==> config.mk <==
export PLATFORM = sky130hd
export DESIGN_NAME = pp_dma_channel
export DESIGN_NICKNAME = d
export VERILOG_FILES = /design/src/rtl/pp_dma_pkg.sv /design/src/rtl/pp_dma_regs.sv /design/src/rtl/pp_dma_engine.sv /design/src/rtl/pp_dma_channel.sv
export SDC_FILE = /design/constraint.sdc
export NUM_CORES = 1
export LEC_CHECK = 0
export CAP_MARGIN = 10
export CORE_AREA = 8 8 157 159
export CTS_CLUSTER_DIAMETER = 100
export DETAILED_ROUTE_END_ITERATION = 10
export DIE_AREA = 0 0 165 167
export GPL_ROUTABILITY_DRIVEN = 1
export MAX_ROUTING_LAYER = met4
export PLACE_DENSITY = 0.8
export SLEW_MARGIN = 30
export SYNTH_ARGS = -nofsm -noshare
export SYNTH_HDL_FRONTEND = slang
export SYNTH_HIERARCHICAL = 1
export SYNTH_SLANG_ARGS = --single-unit
==> constraint.sdc <==
create_clock -name clk -period 3 [get_ports clk]
set_clock_uncertainty 0.15 [all_clocks]
set_input_delay 0.9 -clock clk [delete_from_list [all_inputs] [get_ports clk]]
set_output_delay 0.9 -clock clk [all_outputs]
set_load 0.005 [all_outputs]
==> src/rtl/pp_dma_pkg.sv <==
package pp_dma_pkg;
  localparam int REG_AW     = 6;
  localparam int WORD_W     = 32;
  localparam int WORD_BYTES = WORD_W / 8;

  // offsets decoded by the register block
  localparam logic [REG_AW-1:0] OFS_CTRL = 6'h20;
  localparam logic [1:0] FLD_ADDR = 2'd0;
  localparam logic [1:0] FLD_LEN  = 2'd1;
  localparam logic [1:0] FLD_CMD  = 2'd2;

  // control word bit positions
  localparam int CTL_EN   = 0;
  localparam int CTL_IE   = 1;
  localparam int CTL_DONE = 8;
  localparam int CTL_ACT  = 16;
  localparam int CTL_BUSY = 17;

  typedef enum logic {ST_IDLE, ST_RUN} eng_state_t;
endpackage

==> src/rtl/pp_dma_regs.sv <==
module pp_dma_regs
  import pp_dma_pkg::*;
#(
  parameter int ADDR_W = 32,
  parameter int LEN_W  = 16
) (
  input  logic                   clk,
  input  logic                   rst,
  input  logic                   reg_wr,
  input  logic                   reg_rd,
  input  logic [REG_AW-1:0]      reg_addr,
  input  logic [WORD_W-1:0]      reg_wdata,
  output logic [WORD_W-1:0]      reg_rdata,
  input  logic                   eng_busy,
  input  logic                   eng_active,
  input  logic                   eng_complete,
  output logic [1:0][ADDR_W-1:0] set_addr,
  output logic [1:0][LEN_W-1:0]  set_len,
  output logic [1:0]             set_dir,
  output logic [1:0]             set_armed,
  output logic                   ctl_en,
  output logic                   ctl_ie,
  output logic                   done_pend
);
  logic       sel_set;
  logic [1:0] field;
  logic       is_desc;
  logic       is_ctrl;

  assign sel_set = reg_addr[4];
  assign field   = reg_addr[3:2];
  assign is_desc = !reg_addr[5] && (reg_addr[1:0] == 2'b00) && (field != 2'b11);
  assign is_ctrl = (reg_addr == OFS_CTRL);

  // one descriptor set per generate iteration
  for (genvar g = 0; g < 2; g++) begin : g_set
    logic [ADDR_W-1:0] addr_q;
    logic [LEN_W-1:0]  len_q;
    logic              dir_q;
    logic              armed_q;
    logic              wr_ok;
    logic              locked;

    assign locked = eng_busy && (eng_active == 1'(g));
    assign wr_ok  = reg_wr && is_desc && (sel_set == 1'(g)) && !locked;

    always_ff @(posedge clk) begin
      if (rst) begin
        addr_q  <= '0;
        len_q   <= '0;
        dir_q   <= 1'b0;
        armed_q <= 1'b0;
      end else begin
        if (eng_complete && (eng_active == 1'(g)))
          armed_q <= 1'b0;
        if (wr_ok) begin
          case (field)
            FLD_ADDR: addr_q <= reg_wdata[ADDR_W-1:0];
            FLD_LEN:  len_q  <= {reg_wdata[LEN_W-1:2], 2'b00};
            FLD_CMD: begin
              armed_q <= reg_wdata[0];
              dir_q   <= reg_wdata[1];
            end
            default: ;
          endcase
        end
      end
    end

    assign set_addr[g]  = addr_q;
    assign set_len[g]   = len_q;
    assign set_dir[g]   = dir_q;
    assign set_armed[g] = armed_q;
  end

  logic ctl_wr;
  assign ctl_wr = reg_wr && is_ctrl;

  always_ff @(posedge clk) begin
    if (rst) begin
      ctl_en    <= 1'b0;
      ctl_ie    <= 1'b0;
      done_pend <= 1'b0;
    end else begin
      if (ctl_wr) begin
        ctl_en <= reg_wdata[CTL_EN];
        ctl_ie <= reg_wdata[CTL_IE];
      end
      if (eng_complete)
        done_pend <= 1'b1;
      else if (ctl_wr && reg_wdata[CTL_DONE])
        done_pend <= 1'b0;
    end
  end

  logic [WORD_W-1:0] rd_mux;
  always_comb begin
    rd_mux = '0;
    if (is_ctrl) begin
      rd_mux[CTL_EN]   = ctl_en;
      rd_mux[CTL_IE]   = ctl_ie;
      rd_mux[CTL_DONE] = done_pend;
      rd_mux[CTL_ACT]  = eng_active;
      rd_mux[CTL_BUSY] = eng_busy;
    end else if (is_desc) begin
      case (field)
        FLD_ADDR: rd_mux = WORD_W'(set_addr[sel_set]);
        FLD_LEN:  rd_mux = WORD_W'(set_len[sel_set]);
        FLD_CMD:  rd_mux = {30'b0, set_dir[sel_set], set_armed[sel_set]};
        default:  rd_mux = '0;
      endcase
    end
  end

  always_ff @(posedge clk) begin
    if (rst) reg_rdata <= '0;
    else     reg_rdata <= reg_rd ? rd_mux : '0;
  end
endmodule

==> src/rtl/pp_dma_engine.sv <==
module pp_dma_engine
  import pp_dma_pkg::*;
#(
  parameter int ADDR_W = 32,
  parameter int LEN_W  = 16
) (
  input  logic                   clk,
  input  logic                   rst,
  input  logic                   ctl_en,
  input  logic [1:0][ADDR_W-1:0] set_addr,
  input  logic [1:0][LEN_W-1:0]  set_len,
  input  logic [1:0]             set_dir,
  input  logic [1:0]             set_armed,
  input  logic                   mem_ack,
  output logic                   busy,
  output logic                   active,
  output logic                   complete,
  output logic                   mem_req,
  output logic                   mem_we,
  output logic [ADDR_W-1:0]      mem_addr
);
  localparam logic [ADDR_W-1:0] ADDR_STEP = ADDR_W'(WORD_BYTES);
  localparam logic [LEN_W-1:0]  LEN_STEP  = LEN_W'(WORD_BYTES);

  eng_state_t        state;
  logic [ADDR_W-1:0] cur_addr;
  logic [LEN_W-1:0]  remain;
  logic              dir_q;

  assign busy     = (state == ST_RUN);
  assign complete = busy && (remain == '0);
  assign mem_req  = busy && (remain != '0);
  assign mem_we   = dir_q;
  assign mem_addr = cur_addr;

  always_ff @(posedge clk) begin
    if (rst) begin
      state    <= ST_IDLE;
      active   <= 1'b0;
      cur_addr <= '0;
      remain   <= '0;
      dir_q    <= 1'b0;
    end else begin
      case (state)
        ST_IDLE: begin
          if (ctl_en && set_armed[active]) begin
            state    <= ST_RUN;
            cur_addr <= set_addr[active];
            remain   <= set_len[active];
            dir_q    <= set_dir[active];
          end
        end
        ST_RUN: begin
          if (complete) begin
            state  <= ST_IDLE;
            active <= ~active;
          end else if (mem_ack) begin
            cur_addr <= cur_addr + ADDR_STEP;
            remain   <= remain - LEN_STEP;
          end
        end
        default: state <= ST_IDLE;
      endcase
    end
  end
endmodule

==> src/rtl/pp_dma_channel.sv <==
module pp_dma_channel
  import pp_dma_pkg::*;
#(
  parameter int ADDR_W = 32,
  parameter int LEN_W  = 16
) (
  input  logic              clk,
  input  logic              rst,
  input  logic              reg_wr,
  input  logic              reg_rd,
  input  logic [5:0]        reg_addr,
  input  logic [31:0]       reg_wdata,
  output logic [31:0]       reg_rdata,
  output logic              mem_req,
  output logic              mem_we,
  output logic [ADDR_W-1:0] mem_addr,
  output logic [31:0]       mem_wdata,
  input  logic [31:0]       mem_rdata,
  input  logic              mem_ack,
  input  logic [31:0]       dev_data_in,
  output logic [31:0]       dev_data_out,
  output logic              dev_strobe,
  output logic              irq_done
);
  logic [1:0][ADDR_W-1:0] set_addr;
  logic [1:0][LEN_W-1:0]  set_len;
  logic [1:0]             set_dir;
  logic [1:0]             armed;
  logic                   ctl_en;
  logic                   ctl_ie;
  logic                   done_pend;
  logic                   eng_busy;
  logic                   eng_active;
  logic                   eng_complete;

  pp_dma_regs #(.ADDR_W(ADDR_W), .LEN_W(LEN_W)) u_regs (
    .clk          (clk),
    .rst          (rst),
    .reg_wr       (reg_wr),
    .reg_rd       (reg_rd),
    .reg_addr     (reg_addr),
    .reg_wdata    (reg_wdata),
    .reg_rdata    (reg_rdata),
    .eng_busy     (eng_busy),
    .eng_active   (eng_active),
    .eng_complete (eng_complete),
    .set_addr     (set_addr),
    .set_len      (set_len),
    .set_dir      (set_dir),
    .set_armed    (armed),
    .ctl_en       (ctl_en),
    .ctl_ie       (ctl_ie),
    .done_pend    (done_pend)
  );

  pp_dma_engine #(.ADDR_W(ADDR_W), .LEN_W(LEN_W)) u_engine (
    .clk       (clk),
    .rst       (rst),
    .ctl_en    (ctl_en),
    .set_addr  (set_addr),
    .set_len   (set_len),
    .set_dir   (set_dir),
    .set_armed (armed),
    .mem_ack   (mem_ack),
    .busy      (eng_busy),
    .active    (eng_active),
    .complete  (eng_complete),
    .mem_req   (mem_req),
    .mem_we    (mem_we),
    .mem_addr  (mem_addr)
  );

  assign mem_wdata    = dev_data_in;
  assign dev_data_out = mem_rdata;
  assign dev_strobe   = mem_req && mem_ack;
  assign irq_done     = done_pend && ctl_ie;
endmodule

* Word level (Yosys, flattened, before mapping) *
Cells that the tools add are included.

word-level totals
  input port bits = 107
  output and inout port bits = 132
  bits in registers = 182
  word-level logic and storage cells = 111

cells by class
  magnitude comparators = 2
  bitwise gates (word level) = 5
  reductions and logical operators = 37
  mux-type cells = 40
  add/subtract/negate cells = 2
  equal/unequal tests = 7

operator list
  cell                                                         number
  two-way mux 32 bit                                           7
  two-way mux 16 bit                                           7
  one-hot mux 32 bit (3 select lines)                          1
  one-hot mux 32 bit (2 select lines)                          1
  adder 32 x 3 -> 32 bit (second input constant)               1
  one-hot mux 16 bit (2 select lines)                          1
  two-way mux 1 bit                                            19
  logical AND 1 bit                                            18
  two-way mux 18 bit                                           1
  logical NOT 16 bit                                           1
  AND reduction 2 bit                                          8
  nonzero test 16 bit                                          1
  subtractor 16 x 3 -> 16 bit (second input constant)          1
  == test 6 bit (second input constant)                        1
  inequality test 2 bit (second input constant)                3
  NOT 1 bit                                                    5
  logical NOT 2 bit                                            2
  less-than comparator 1 x 2 -> 1 bit (second input constant)  2
  two-way mux 2 bit                                            2
  OR reduction 4 bit                                           1
  logical NOT 1 bit                                            3
  AND reduction 3 bit                                          1
  == test 2 x 1 -> 1 bit (second input constant)               1
  == test 2 bit (second input constant)                        1
  other kinds (4)                                              4

* Logic depth before layout (Yosys ltp) *
  depth after elaboration = 7
  depth in mapped cells = 9

* By module *
Netlist, hierarchy kept.

by module, submodules not included
  module          area each (µm²)  times used  cells an instance  sequential area each (µm²)
  pp_dma_regs     5626.6           1           502                2622.5
  pp_dma_engine   3644.7           1           484                1021.0
  pp_dma_channel  493.0            1           66                 0.0

* Worst setup path before layout *
No wires, ideal clock.

  path type = register to output
  start = register u_engine.remain[2]
  end = output port dev_strobe
  arrival time = 1.426 ns
  data required time = 1.950 ns
  path slack = 0.524 ns
  buffers on the path = 0
  stages on the path, launching flop included = 8
  cell sequence = dfxtp_1 inv_1 ha_1 nor4b_4 nand3_1 nor2_1 nor2_1 and2_1

between the ends
  word-level cells in the longest chain between the ends = 3

RTL lines
  element                 line                  RTL
  from (decl)             pp_dma_engine.sv:27   logic [LEN_W-1:0] remain;
  from (signal assigned)  pp_dma_engine.sv:49   remain <= set_len[active];
  from (signal assigned)  pp_dma_engine.sv:59   remain <= remain - LEN_STEP;
  nonzero test 16 bit     pp_dma_engine.sv:32   assign mem_req = busy && (remain != '0);
  logical AND 1 bit       pp_dma_engine.sv:32
  net mem_req             pp_dma_channel.sv:14  output logic mem_req,
  logical AND 1 bit       pp_dma_channel.sv:75  assign dev_strobe = mem_req && mem_ack;
  to (decl)               pp_dma_channel.sv:22  output logic dev_strobe,

The timed path passes the listed nets, and every way through them passes these cells.

* Final worst setup path *
  start = register u_engine.remain[3]
  end = output port dev_strobe

between the ends
  word-level cells in the longest chain between the ends = 3

RTL lines
  element              line
  nonzero test 16 bit  pp_dma_engine.sv:32
  logical AND 1 bit    pp_dma_engine.sv:32
  logical AND 1 bit    pp_dma_channel.sv:75

Every way passes these cells.

==> impl_metrics.yaml <==
critical_path:
  end_kind: "primary output"
  cp_num_buf_inv: 2
  crit_path_cell_trace: "inv_2 > ha_4 > nor4b_4 > nand3_2 > nor2_4 > nor2_2 > and2_1 > clkbuf_2"
  crit_family: "simple AND/OR/NAND/NOR gates"
  crit_type: "reg2out"
  path_max_fanout: 2
  cpPeakStageDelay_ns: 0.33
  start_kind: "flip-flop"
  crit_arrival_ns: 1.80
  crit_slowest_cell: "dfxtp_2"
  worstPathRequired_ns: 1.95
synth:
  synthAdderAreaFrac: 0.00256
  synth-simple-area-share: 0.219
  synthMuxAreaShare: 0.204
  synthFlopType: "dfxtp_1"
  syn_area_sq_mm: 0.00976
  synth_compound_area_frac: 0.103
  yosys_warnings: 6
  synth_area_per_cell_sq_um: 9.28
  syn_inst: 1052
  synth_top_area_cell: "dfxtp_1"
  synth_top_area_frac: 0.373
  synth_edf_count: 0
  yosysUniqueCellTypes: 57
  synth_top_family_by_area: "simple AND/OR/NAND/NOR gates"
  synthTopCellsByArea: "dfxtp_1 37%, mux2i_1 16%, nand2b_1 9.4%"
  synth_xor_area_frac: 0.000897
  synthArstFlopShare: 0
  synth-seq-cells: 182
  ys_seq_area_frac: 0.373
floorplanning:
  design.core.area_sq_mm: 0.0222
  io_pins: 239
  dieArea_sq_mm: 0.0276
  rows: 55
  start_util: 0.439
  die_y_microns: 167
  die_w_microns: 165
finish:
  layout-drive-gt1-share: 0.104
  n_antenna_cell: 0
  utilization: 0.508
  fin_nets: 1179
  fill_cells: 1920
  instances_no_fill: 1367
  syn_to_final_growth_pct: 15.6
global_routing:
  grt_max_degree: 74
  grt_usage: 0.188
  grt_antenna_before_repair: 0
  grt_pass1_wl_mm: 40.7
  grt_pass1_vias: 7690
  globalRoute.totalOverflow: 0
drt:
  routed.top_layer: "met4"
  wl_met3_mm: 1.47
  vias_per_cell: 5.66
  drtAntennaViolNets: 0
  firstDrtPassIters: 5
  detailedRoute.firstIterationViolations: 779
  wl_per_cell_microns: 18.8
  route.met2.wl_mm: 11.8
  drc: 0
  vias: 7734
  wirelength_mm: 25.7
  drt-met1-wl_mm: 11.6
power_and_ir_drop:
  vdd_drop_max_uv: 401
  power_density_mw_per_mm2: 438
  p_leak_uw: 0.00421
  p_total_uw: 4950
cts:
  htree_levels: 4
  insertion_delay_ns: 0.43
  clockRootBuffer: "clkbuf_16"
  clk_pin_slew_ns: 0.07
  cts_tree: "done"
  cts.sinks: 182
  cts_buffers: 17
  cts_buffer_depth: 2
  ctsHoldBuffers: 0
sta:
  finalSetupTns_ns: 0
  slew-limit-headroom: 0.564
  setup_viol: 0
  min_period_ns: 2.85
  min_period_over_period: 0.949
  hold_slack_ns: 0.340
  worst_pin_slew_ns: 0.653
  fmax_ghz: 0.351
  rsz0062_at_grt: "false"
  maxSlewViolCount: 0
  final-hold-violation-count: 0
place:
  place.port_buffers: 110
  hpwl_mm: 17.7
  globalplace.congestion: 0.836
  dp.cells: 1332
min_path:
  hold_path_class: "reg2reg"
outcome:
  outcome: "finished, final reports clean"
flow_run:
  max_cap_violations: 0
[metrics by stage]
step,setup WS (ns),cell area [sq um]
detailed placement,-0.0517,10600
CTS,0.0297,11300
floorplan,0.524,9780
global route,0.0478,11300
finish,0.152,11300
global placement,-0.0406,10600
[timing repair]
item / in CTS / in global routing
setup endpoints to repair: 2 / 2
pin swaps: 4 / 2
setup buffers: 4 / 0
gates resized for setup: 12 / 5
[layer usage]
| metal | GRT usage | up-vias |
|---|---|---|
| li1 | - | 3673 |
| met1 | 0.244 | 3682 |
| met2 | 0.283 | 312 |
| met4 | 0.0811 | 0 |
| met5 | - | - |
| met3 | 0.0303 | 67 |
[sequential cells by signal, summed over array words and instances (netlist names), 2 cells and up]
register	count
u_regs/g_set.armed_q	2
u_regs/g_set.len_q	28
u_engine/mem_addr	32
u_regs/g_set.addr_q	64
u_engine/remain	16
u_regs/reg_rdata	32
u_regs/g_set.dir_q	2
[synthesized netlist by cell type (2+ instances only)]
cell type / n
o21a_1: 5
nor2b_1: 17
a21oi_1: 54
a211oi_1: 12
clkbuf_1: 42
nor3_1: 12
buf_6: 6
and2_1: 6
ha_1: 2
a31oi_1: 9
nand4_1: 12
o31a_1: 3
nand2_1: 48
nand3b_1: 5
o31ai_1: 5
a311oi_1: 2
a32o_1: 3
mux2_2: 7
o2111ai_1: 2
inv_1: 9
nand4b_1: 3
and4_1: 10
dfxtp_1: 182
o32ai_1: 14
or3_1: 5
buf_4: 79
o22ai_1: 8
o21ai_0: 31
nor2_1: 62
mux4_2: 16
mux2i_1: 154
nand3_1: 22
nand4_2: 2
nor4_1: 7
and3_1: 6
buf_2: 19
o211ai_1: 4
nand2b_1: 147
nor2b_2: 2
[placed cells by master, fill, tap and decap left out, types with 14 or more instances in the layout]
cell / synthesis / layout
o32ai_1: 14 / 14
nor2_1: 62 / 60
mux2i_1: 154 / 154
a21oi_1: 54 / 54
clkdlybuf4s50_1: 0 / 106
buf_4: 79 / 26
clkbuf_16: 0 / 17
mux4_2: 16 / 16
nor2b_1: 17 / 17
nand3_1: 22 / 21
nand2_1: 48 / 48
dfxtp_1: 182 / 178
o21ai_0: 31 / 31
nand2b_1: 147 / 147
[worst paths after layout]
kind | start | endpoint | slack, ns | cells after the start
setup reg to reg | u_engine/mem_addr[7] | u_engine/mem_addr[29] | 0.63 | 5
hold / removal | u_regs/g_set[1].len_q[14] | u_regs/g_set[1].len_q[14] | 0.34 | 2
setup / recovery | u_engine/remain[3] | dev_strobe | 0.15 | 8
hold reg to reg | u_regs/g_set[1].len_q[14] | u_regs/g_set[1].len_q[14] | 0.34 | 2
[cell type report]
cell class              count  area [sq um]  share of cell area
clock inverters             7           120              0.0106
multi-input cells         717          5230               0.463
clock buffers              24           472              0.0418
repair buffers            143          1430               0.127
well taps                 285           357              0.0316
flip-flops and latches    182          3650               0.323
inverters                   9          33.8             0.00299
[power breakdown]
part	switching, uW	leakage, uW	internal (uW)
clock	932	0.000285	1360
combinational	116	0.00245	121
sequential	4.14	0.00147	2420
total	1050	0.00421	3900
[worst register-to-register path: stages (launching register included)]
cell	delay, ns
dfxtp_1	0.46
and4_1	0.40
nand4_1	0.43
nor4_1	0.56
o21a_1	0.18
o32ai_1	0.07
[kinds of logic (layout without fill, tap and decap cells)]
group,after synthesis,after routing
flops,182,182
buf+inv,156,183
compound gates,158,158
fa+ha+maj,2,2
simple gates,374,374
mux,178,178
xor+xnor,1,1
other cells,1,4
Power figures use the tool's default switching activity.
